==> config.mk <==
export PLATFORM = sky130hd
export DESIGN_NAME = otp_par_rd_ctrl
export DESIGN_NICKNAME = d
export VERILOG_FILES = /design/src/rtl/otp_ctrl_pkg.sv /design/src/rtl/otp_fuse_rom.sv /design/src/rtl/otp_strobe_seq.sv /design/src/rtl/otp_word_buf.sv /design/src/rtl/otp_par_rd_ctrl.sv
export SDC_FILE = /design/constraint.sdc
export NUM_CORES = 1
export LEC_CHECK = 0
export ABC_AREA = 1
export BUFFER_PORTS_ARGS = -buffer_cell sky130_fd_sc_hd__buf_2
export CAP_MARGIN = 10
export CELL_PAD_IN_SITES_DETAIL_PLACEMENT = 1
export CELL_PAD_IN_SITES_GLOBAL_PLACEMENT = 1
export CORE_MARGIN = 2
export CORE_UTILIZATION = 34
export CTS_CLUSTER_DIAMETER = 200
export DETAILED_ROUTE_END_ITERATION = 16
export PLACE_DENSITY = 0.83
export SYNTH_ARGS = -nofsm -noshare
export SYNTH_HDL_FRONTEND = slang
export SYNTH_SLANG_ARGS = --single-unit
==> constraint.sdc <==
create_clock -name clk -period 1.65 [get_ports clk]
set_input_delay 0 -clock clk [delete_from_list [all_inputs] [get_ports clk]]
set_output_delay 0 -clock clk [all_outputs]
set_load 0.03 [all_outputs]
==> src/rtl/otp_ctrl_pkg.sv <==
package otp_ctrl_pkg;

  // register byte addresses (software-visible layout)
  localparam logic [3:0] ADR_CTRL = 4'h0;
  localparam logic [3:0] ADR_DATA = 4'h4;
  localparam logic [3:0] ADR_PTR  = 4'h8;

  // control register bit positions
  localparam int CB_MODE = 15;
  localparam int CB_PRST = 14;
  localparam int CB_POR  = 13;
  localparam int CB_STB  = 3;
  localparam int CB_ERR  = 31;

  // pointer register bit positions
  localparam int PB_INC = 8;

  typedef enum logic [1:0] {
    STB_WAIT_HI = 2'd0,
    STB_HIGH    = 2'd1,
    STB_LOW     = 2'd2
  } stb_state_e;

endpackage

==> src/rtl/otp_fuse_rom.sv <==
module otp_fuse_rom #(
  parameter int          NUM_BITS  = 69,
  parameter int          WORDS     = 3,
  parameter logic [31:0] FUSE_SEED = 32'h5A3C_96E1
) (
  output logic [WORDS-1:0][31:0] rom_words
);

  for (genvar w = 0; w < WORDS; w++) begin : g_word
    localparam int          LIVE  = (NUM_BITS - 32*w >= 32) ? 32 : (NUM_BITS - 32*w);
    localparam logic [31:0] MASK  = (LIVE >= 32) ? 32'hFFFF_FFFF
                                                 : ((32'h1 << LIVE) - 32'h1);
    localparam logic [31:0] PATT  = FUSE_SEED ^ (32'(w) * 32'h0101_0101);
    assign rom_words[w] = PATT & MASK;
  end

endmodule

==> src/rtl/otp_strobe_seq.sv <==
module otp_strobe_seq
  import otp_ctrl_pkg::*;
#(
  parameter int MIN_LOW = 8
) (
  input  logic clk,
  input  logic rst_n,
  input  logic enable,
  input  logic stb,
  output logic latch_p,
  output logic err_p
);

  localparam int CNT_W = $clog2(MIN_LOW + 1);
  localparam logic [CNT_W-1:0] CNT_MAX = CNT_W'(MIN_LOW);

  stb_state_e       state_q, state_d;
  logic [CNT_W-1:0] cnt_q, cnt_d;
  logic             cnt_en;

  always_comb begin
    state_d = state_q;
    cnt_d   = cnt_q;
    cnt_en  = 1'b0;
    latch_p = 1'b0;
    err_p   = 1'b0;
    if (!enable) begin
      state_d = STB_WAIT_HI;
      cnt_d   = '0;
      cnt_en  = 1'b1;
    end else begin
      unique case (state_q)
        STB_WAIT_HI: if (stb) state_d = STB_HIGH;
        STB_HIGH: begin
          if (!stb) begin
            state_d = STB_LOW;
            cnt_d   = CNT_W'(1);
            cnt_en  = 1'b1;
          end
        end
        STB_LOW: begin
          if (stb) begin
            state_d = STB_HIGH;
            if (cnt_q >= CNT_MAX) latch_p = 1'b1;
            else                  err_p   = 1'b1;
          end else if (cnt_q < CNT_MAX) begin
            cnt_d  = cnt_q + CNT_W'(1);
            cnt_en = 1'b1;
          end
        end
        default: state_d = STB_WAIT_HI;
      endcase
    end
  end

  always_ff @(posedge clk or negedge rst_n) begin
    if (!rst_n) begin
      state_q <= STB_WAIT_HI;
    end else begin
      state_q <= state_d;
    end
  end

  always_ff @(posedge clk or negedge rst_n) begin
    if (!rst_n) begin
      cnt_q <= '0;
    end else if (cnt_en) begin
      cnt_q <= cnt_d;
    end
  end

endmodule

==> src/rtl/otp_word_buf.sv <==
module otp_word_buf #(
  parameter int WORDS = 3,
  parameter int PTR_W = 2
) (
  input  logic                   clk,
  input  logic                   rst_n,
  input  logic [WORDS-1:0][31:0] rom_words,
  input  logic                   latch_p,
  input  logic                   discard,
  input  logic                   ptr_rst,
  input  logic                   ptr_wr,
  input  logic [PTR_W-1:0]       ptr_wdata,
  input  logic                   advance,
  output logic [PTR_W-1:0]       ptr,
  output logic                   valid,
  output logic [31:0]            rd_word
);

  localparam logic [PTR_W-1:0] LAST = PTR_W'(WORDS - 1);

  logic [WORDS-1:0][31:0] word_q;
  logic [PTR_W-1:0]       ptr_q, ptr_d;
  logic                   ptr_en;
  logic                   valid_q, valid_d, valid_en;

  // pointer next state: reset bit > register write > auto-advance
  always_comb begin
    ptr_d  = ptr_q;
    ptr_en = 1'b0;
    if (ptr_rst) begin
      ptr_d  = '0;
      ptr_en = 1'b1;
    end else if (ptr_wr) begin
      ptr_d  = ptr_wdata;
      ptr_en = 1'b1;
    end else if (advance) begin
      ptr_d  = (ptr_q >= LAST) ? '0 : ptr_q + PTR_W'(1);
      ptr_en = 1'b1;
    end
  end

  always_comb begin
    valid_d  = valid_q;
    valid_en = 1'b0;
    if (discard) begin
      valid_d  = 1'b0;
      valid_en = 1'b1;
    end else if (latch_p) begin
      valid_d  = 1'b1;
      valid_en = 1'b1;
    end
  end

  always_ff @(posedge clk or negedge rst_n) begin
    if (!rst_n) begin
      ptr_q <= '0;
    end else if (ptr_en) begin
      ptr_q <= ptr_d;
    end
  end

  always_ff @(posedge clk or negedge rst_n) begin
    if (!rst_n) begin
      valid_q <= 1'b0;
    end else if (valid_en) begin
      valid_q <= valid_d;
    end
  end

  always_ff @(posedge clk or negedge rst_n) begin
    if (!rst_n) begin
      word_q <= '0;
    end else if (latch_p && !discard) begin
      word_q <= rom_words;
    end
  end

  always_comb begin
    rd_word = '0;
    if (valid_q && (int'(ptr_q) < WORDS)) rd_word = word_q[ptr_q];
  end

  assign ptr   = ptr_q;
  assign valid = valid_q;

endmodule

==> src/rtl/otp_par_rd_ctrl.sv <==
module otp_par_rd_ctrl
  import otp_ctrl_pkg::*;
#(
  parameter int          NUM_BITS  = 69,
  parameter int          MIN_LOW   = 8,
  parameter logic [31:0] FUSE_SEED = 32'h5A3C_96E1,
  parameter int          ADDR_W    = 4
) (
  input  logic              clk,
  input  logic              rst_n,
  input  logic              bus_cs,
  input  logic              bus_we,
  input  logic [ADDR_W-1:0] bus_addr,
  input  logic [31:0]       bus_wdata,
  output logic [31:0]       bus_rdata
);

  localparam int WORDS = (NUM_BITS + 31) / 32;
  localparam int PTR_W = (WORDS > 1) ? $clog2(WORDS) : 1;

  // control register fields
  logic mode_q, prst_q, por_q, stb_q, err_q;
  logic mode_d, prst_d, por_d, stb_d, err_d;
  logic ctrl_en, err_en;
  logic inc_q, inc_d, inc_en;

  logic [31:0] rdata_q, rdata_d;
  logic        rdata_en;

  logic wr_ctrl, wr_ptr, rd_any, rd_data;
  logic par_run;

  logic [WORDS-1:0][31:0] rom_words;
  logic                   latch_p, err_p;
  logic [PTR_W-1:0]       ptr;
  logic                   buf_valid;
  logic [31:0]            rd_word;

  // bus decode
  always_comb begin
    wr_ctrl = bus_cs && bus_we && (bus_addr == ADDR_W'(ADR_CTRL));
    wr_ptr  = bus_cs && bus_we && (bus_addr == ADDR_W'(ADR_PTR));
    rd_any  = bus_cs && !bus_we;
    rd_data = rd_any && (bus_addr == ADDR_W'(ADR_DATA));
  end

  assign par_run = por_q && !mode_q;

  otp_fuse_rom #(
    .NUM_BITS  (NUM_BITS),
    .WORDS     (WORDS),
    .FUSE_SEED (FUSE_SEED)
  ) u_rom (
    .rom_words (rom_words)
  );

  otp_strobe_seq #(
    .MIN_LOW (MIN_LOW)
  ) u_seq (
    .clk     (clk),
    .rst_n   (rst_n),
    .enable  (par_run),
    .stb     (stb_q),
    .latch_p (latch_p),
    .err_p   (err_p)
  );

  otp_word_buf #(
    .WORDS (WORDS),
    .PTR_W (PTR_W)
  ) u_buf (
    .clk       (clk),
    .rst_n     (rst_n),
    .rom_words (rom_words),
    .latch_p   (latch_p),
    .discard   (!por_q),
    .ptr_rst   (prst_q),
    .ptr_wr    (wr_ptr),
    .ptr_wdata (bus_wdata[PTR_W-1:0]),
    .advance   (rd_data && inc_q),
    .ptr       (ptr),
    .valid     (buf_valid),
    .rd_word   (rd_word)
  );

  // control next state
  always_comb begin
    ctrl_en = wr_ctrl;
    mode_d  = bus_wdata[CB_MODE];
    prst_d  = bus_wdata[CB_PRST];
    por_d   = bus_wdata[CB_POR];
    stb_d   = bus_wdata[CB_STB];
    err_en  = err_p;
    err_d   = 1'b1;
    inc_en  = wr_ptr;
    inc_d   = bus_wdata[PB_INC];
  end

  // read data mux
  always_comb begin
    rdata_en = rd_any;
    rdata_d  = '0;
    if (bus_addr == ADDR_W'(ADR_CTRL)) begin
      rdata_d[CB_MODE] = mode_q;
      rdata_d[CB_PRST] = prst_q;
      rdata_d[CB_POR]  = por_q;
      rdata_d[CB_STB]  = stb_q;
      rdata_d[CB_ERR]  = err_q;
    end else if (bus_addr == ADDR_W'(ADR_PTR)) begin
      rdata_d[PB_INC]      = inc_q;
      rdata_d[PTR_W-1:0]   = ptr;
    end else if (bus_addr == ADDR_W'(ADR_DATA)) begin
      rdata_d = par_run ? rd_word : '0;
    end
  end

  always_ff @(posedge clk or negedge rst_n) begin
    if (!rst_n) begin
      mode_q <= 1'b0;
      prst_q <= 1'b0;
      por_q  <= 1'b0;
      stb_q  <= 1'b0;
    end else if (ctrl_en) begin
      mode_q <= mode_d;
      prst_q <= prst_d;
      por_q  <= por_d;
      stb_q  <= stb_d;
    end
  end

  always_ff @(posedge clk or negedge rst_n) begin
    if (!rst_n) begin
      err_q <= 1'b0;
    end else if (err_en) begin
      err_q <= err_d;
    end
  end

  always_ff @(posedge clk or negedge rst_n) begin
    if (!rst_n) begin
      inc_q <= 1'b0;
    end else if (inc_en) begin
      inc_q <= inc_d;
    end
  end

  always_ff @(posedge clk or negedge rst_n) begin
    if (!rst_n) begin
      rdata_q <= '0;
    end else if (rdata_en) begin
      rdata_q <= rdata_d;
    end
  end

  assign bus_rdata = rdata_q;

endmodule

-- Yosys cells after proc, flatten, opt, wreduce, memory -nomap -nowiden
Cells that the tools add are included.
- register bits after elaboration: 50
- bits of input ports: 40
- output and inout bits: 32
- word-level logic and storage cells: 98
- $add $sub $neg: 2
- $lt $le $gt $ge: 5
- equality and inequality tests: 10
- mux-type cells: 48
- reductions and logical operators: 19
- operators with widths (cell ; number):
    two-way mux 32 bit ; 4
    binary-select mux 32 bit (select 2 bit) ; 1
    two-way mux 23 bit ; 1
    two-way mux 1 bit ; 22
    two-way mux 2 bit ; 8
    two-way mux 4 bit ; 4
    two-way mux 15 bit ; 1
    logical AND 1 bit ; 9
    two-way mux 9 bit ; 1
    != test 3 bit (second input constant) ; 3
    one-hot mux 4 bit (2 select lines) ; 1
    two-way mux 3 bit ; 2
    two-way mux 6 bit ; 1
    AND reduction 2 bit ; 3
    AND reduction 5 bit ; 1
    adder 4 x 1 -> 4 bit (second input constant) ; 1
    == test 4 x 3 -> 1 bit (second input constant) ; 1
    == test 4 bit (second input constant) ; 1
    >= comparator 4 bit (second input constant) ; 1
    logical NOT 4 bit ; 1
    less-than comparator 4 bit (second input constant) ; 1
    one-hot mux 2 bit (2 select lines) ; 1
    less-than comparator 2 x 3 -> 1 bit (second input constant) ; 1
    != test 3 x 1 -> 1 bit (second input constant) ; 1
    other kinds (12) ; 13

-- Longest topological paths before layout
- depth in word-level cells: 8
- mapped depth: 10
- mapped depth without buffers: 9

-- Hierarchy
A second synthesis with hierarchy kept.
- cells, all modules: 1011
- area, all modules: 8270.4 µm²
- modules (own cells, without submodules) (module ; times used ; cells an instance ; area each (µm²) ; seq. area each (µm²)):
    otp_word_buf ; 1 ; 644 ; 5332.6 ; 2477.4
    otp_par_rd_ctrl ; 1 ; 215 ; 1818.0 ; 950.9
    otp_fuse_rom ; 1 ; 98 ; 728.2 ; 0.0
    otp_strobe_seq ; 1 ; 54 ; 391.6 ; 150.1

-- Worst setup path after synthesis
No wires, ideal clock.
- path kind: register -> register
- from: reg u_seq.state_q[0]
- to: reg u_seq.state_q[1]
- library setup time: 0.123 ns
- arrival time: 1.267 ns
- required time: 1.527 ns
- path slack: 0.260 ns
- cell stages (with the launch flop): 9
- buffers on the path: 1
- period minus slack after synthesis: 1.390 ns
- cells stage by stage: dfrtp_1 -> inv_1 -> ha_1 -> buf_6 -> or2_4 -> nand3_4 -> o21ai_4 -> nand2_1 -> o21ai_1
- cells in the longest elaborated chain, start to end: 4
- elaborated cells on any way between the ends: 9
- classes of those cells: eq/ne: 4; mux: 2; reduce/logical: 3
- RTL lines (element ; RTL line ; text):
    start, declared ; otp_strobe_seq.sv:17 ; stb_state_e state_q, state_d;
    start signal, assigned ; otp_strobe_seq.sv:60 ; state_q <= state_d;
    == test 2 bit / logical NOT 2 bit (equally long branches) ; otp_strobe_seq.sv:32 ; unique case (state_q)
    OR reduction 2 bit (no source line) ; -- ;
    one-hot mux 2 bit (2 select lines) / != test 3 bit (equally long branches) ; -- ;
    two-way mux 2 bit / AND reduction 2 bit (equally long branches) ; -- ;
Several ways; a longest one is shown, not always the timed one.
A chain may end at the register's enable or synchronous reset.

-- Worst setup path in the final report
- from: reg u_seq.state_q[0]
- to: reg u_seq.cnt_q[0]
- cells in the longest elaborated chain, start to end: 4
- elaborated cells on any way between the ends: 11
- classes of those cells: eq/ne: 6; mux: 4; reduce/logical: 1
- RTL lines (element ; RTL line ; text):
    == test 2 bit / == test 2 x 1 -> 1 bit (equally long branches) ; otp_strobe_seq.sv:32 ;
    one-hot mux 1 bit (2 select lines) ; otp_strobe_seq.sv:32 ;
    two-way mux 1 bit ; otp_strobe_seq.sv:27 ; if (!enable) begin
    AND reduction 5 bit (no source line) ; -- ;
    end signal, assigned ; otp_strobe_seq.sv:68 ; cnt_q <= cnt_d;
    end, declared ; otp_strobe_seq.sv:18 ; logic [CNT_W-1:0] cnt_q, cnt_d;
Several ways; a longest one is shown, not always the timed one.

==> results.json <==
{
  "critPathCaptureType": "flop",
  "violations": "hold timing",
  "pre_cts_ws_ns": 0.138,
  "n_fill_cell": 616,
  "hold_violations": 1,
  "cpMaxStageDelayCell": "dfrtp_1",
  "gp_congestion": 0.765,
  "grt_max_degree": 27,
  "maxCapViolCount": 0,
  "outcome": "finished with violations",
  "finClkSkew_ns": 0.00697,
  "synth.avg_cell_area_um2": 8.02,
  "num_io_pins": 72,
  "fp.dieArea_um2": 5630,
  "hold_path_startpoint": "bus_wdata[13]",
  "fmax_mhz": 686,
  "fp-row-count": 25,
  "via_per_inst": 4.47,
  "overflow": 0,
  "post_drt_wl_per_cell_um": 11.1,
  "diodes": 0,
  "nets": 294,
  "start_kind": "flop",
  "tns_ns": 0,
  "hold_end": "por_q",
  "dp_hpwl_um": 2810,
  "worst-r2r-cell-count": 9,
  "syn-instance-count": 214,
  "cp.arrival_ns": 1.62,
  "rsz0062_at_grt": "no",
  "firstDrtPassIters": 4,
  "routed_wl_um": 3470,
  "drc": 0,
  "reg2reg_to": "u_seq.cnt_q[0]",
  "antenna_found_initial": 0,
  "clk_latency_ns": 0.27,
  "ir_drop_mv": 0.331,
  "cts_buffers": 3,
  "cts_tree": "yes",
  "cp_cell_sequence": "inv_1, ha_1, nand2_2, nor2_2, nand2_2, nand2_4, nand2_4, nand2_1, o21ai_1",
  "netlist_area_um2": 1720,
  "finalCriticalPeriod_ns": 1.46,
  "min_path_type": "in2reg",
  "setup_violations": 0,
  "root_buffer": "clkbuf_8",
  "drt_iter0_markers": 62,
  "p_leak_nw": 1.06,
  "holdWs_ns": -0.00225,
  "antenna_left": 0,
  "area_delta_synth_final_pct": 12.9,
  "slowest_delay_ns": 0.43,
  "portBuffers": 38,
  "fin_crit_sh_pct": 88.4,
  "drive_gt1_share_pct": 28.6,
  "regToRegStartpoint": "u_seq.state_q[0]",
  "yosys_warnings": 0,
  "hold_depth": 3,
  "routed-via-count": 1396,
  "ys_seq_elements": 26,
  "synth_cell_types": 31,
  "clk_pin_slew_ns": 0.09,
  "fp.dieH_um": 75.0,
  "reg2reg_setup_slack_ns": 0.19,
  "cts_buffer_depth": 2,
  "crit_type": "reg2reg",
  "setup_slack_ns": 0.191,
  "critPathMaxFanout": 8,
  "grt_pass1_vias": 1447,
  "slew_violations": 0,
  "cts_sinks": 26,
  "start_util_pct": 35.8,
  "grt_usage_pct": 13.8,
  "grt_pass1_wl_um": 6140,
  "worst_pin_slew_ns": 0.575,
  "die_x_um": 75.0,
  "power.density_nw_per_um2": 774,
  "slew_headroom_pct": 61.7,
  "coreArea_um2": 4790,
  "required_ns": 1.81,
  "ys_seq_area_share_pct": 37.9,
  "htreeDepth": 1
}
## layout by cell type (no fill, tap or decap), types with 3 or more instances in the layout
master	count
nand3_1	6
inv_2	5
ha_1	7
dlygate4sd3_1	5
conb_1	8
o21ai_1	11
nand2_2	3
nand2_1	59
nor2_1	17
dfrtp_1	26
nor2_2	3
nand2_4	3
inv_1	17
a21oi_1	6
clkbuf_8	4
buf_2	38
nand4_1	8
## layout make-up
cell class              count  area, µm²  share of cell area, %
inverters                  25       98.8                   5.10
clock buffers               4       55.1                   2.84
multi-input cells         145        793                   41.0
well taps                  67       83.8                   4.33
flip-flops and latches     26        651                   33.6
repair buffers             45        255                   13.2
## cells by family (layout without fill, tap and decap cells)
family | count (synthesis) | after routing | share of synthesized area [%]
other | 1 | 8 | 0.219
AO/OA/AOI/OAI | 21 | 21 | 7.08
AND/OR/NAND/NOR | 108 | 108 | 31.4
adder cells (fa/ha/maj) | 8 | 8 | 5.84
flip-flops | 26 | 26 | 37.9
buffers and inverters | 50 | 74 | 17.5
## sequential cells by signal, summed over array words and instances (netlist names)
register and count:
bus_rdata 10, u_seq.cnt_q 4, u_buf.ptr 2, u_seq.state_q 2, err_q 1, inc_q 1
mode_q 1, por_q 1, prst_q 1, stb_q 1, u_buf.valid 1, u_buf.word_q 1
## repair_timing
| action | 4_1_cts | 5_1_grt |
|---|---|---|
| hold buffers | 5 | 0 |
| setup endpoints to repair | 0 | 4 |
| hold endpoints to repair | 30 | 0 |
| resized for setup | 0 | 1 |
| buffers inserted | 0 | 0 |
## synthesized netlist by cell type
| master | n | area (µm²) |
|---|---|---|
| nand2_2 | 3 | 18.8 |
| dfrtp_1 | 26 | 651 |
| inv_4 | 1 | 6.26 |
| buf_2 | 1 | 5.00 |
| nand3_4 | 2 | 35.0 |
| o21ai_0 | 1 | 5.00 |
| nand4_2 | 1 | 12.5 |
| nand3b_1 | 1 | 7.51 |
| buf_6 | 1 | 11.3 |
| ha_1 | 8 | 100 |
| nor2_4 | 2 | 22.5 |
| nand3_1 | 6 | 30.0 |
| buf_12 | 1 | 20.0 |
| a21oi_1 | 6 | 30.0 |
| o21ai_1 | 11 | 55.1 |
| a22oi_1 | 1 | 7.51 |
| o21ai_4 | 1 | 16.3 |
| nor2_1 | 17 | 63.8 |
| nand3_2 | 1 | 10.0 |
| or2_4 | 1 | 8.76 |
| inv_1 | 17 | 63.8 |
| nand4_1 | 8 | 50.1 |
| conb_1 | 1 | 3.75 |
| o21bai_1 | 1 | 7.51 |
| nand2_1 | 59 | 221 |
| inv_2 | 5 | 18.8 |
| buf_4 | 22 | 165 |
| clkinv_2 | 2 | 10.0 |
| nand2_4 | 3 | 33.8 |
| nor2_2 | 3 | 18.8 |
| or2_1 | 1 | 6.26 |
## how the worst max path moves through the flow
| stage | depth (start not counted) | endpoint | from |
|---|---|---|---|
| 6_report | 9 | u_seq.cnt_q[0] | u_seq.state_q[0] |
| 5_1_grt | 8 | u_seq.cnt_q[0] | u_seq.state_q[0] |
| 4_1_cts | 9 | u_seq.cnt_q[0] | u_seq.state_q[0] |
| 3_5_place_dp | 9 | u_seq.cnt_q[0] | u_seq.state_q[0] |
| 3_3_place_gp | 9 | u_seq.cnt_q[3] | u_seq.state_q[0] |
| 2_1_floorplan | 8 | u_seq.state_q[1] | u_seq.state_q[0] |
## critical path, delay by kind of cell (launching register included)
kind	cells	cell delay, ns
compound gates	1	0.07
fa+ha+maj	1	0.31
buf+inv	1	0.11
flops	1	0.43
simple gates	6	0.44
## per-stage QoR
stage               power, mW  cells  util, %  cell area [µm²]  hold slack (ns)
floorplan                1.03    221        -             1740           -0.296
global placement         1.08    303     38.2             1830           0.0323
detailed placement       1.10    303     38.2             1830           0.0384
CTS                      1.52    312     40.4             1930          0.00408
global route             1.60    312     40.5             1940           0.0137
finish                   1.50    312     40.5             1940         -0.00225
## power by group
part | internal (mW) | switching [mW]
clock | 0.213 | 0.196
combinational | 0.118 | 0.235
sequential | 0.685 | 0.0521
total | 1.02 | 0.483
## layer usage
layer	up-vias	routed length, µm	GRT usage [%]
met3	4	171	1.47
met5	-	0	0
met2	40	1690	25.1
met1	650	1570	16.8
li1	702	-	-
met4	0	34	5.16
Note: power is estimated with default switching activity, not from simulation.
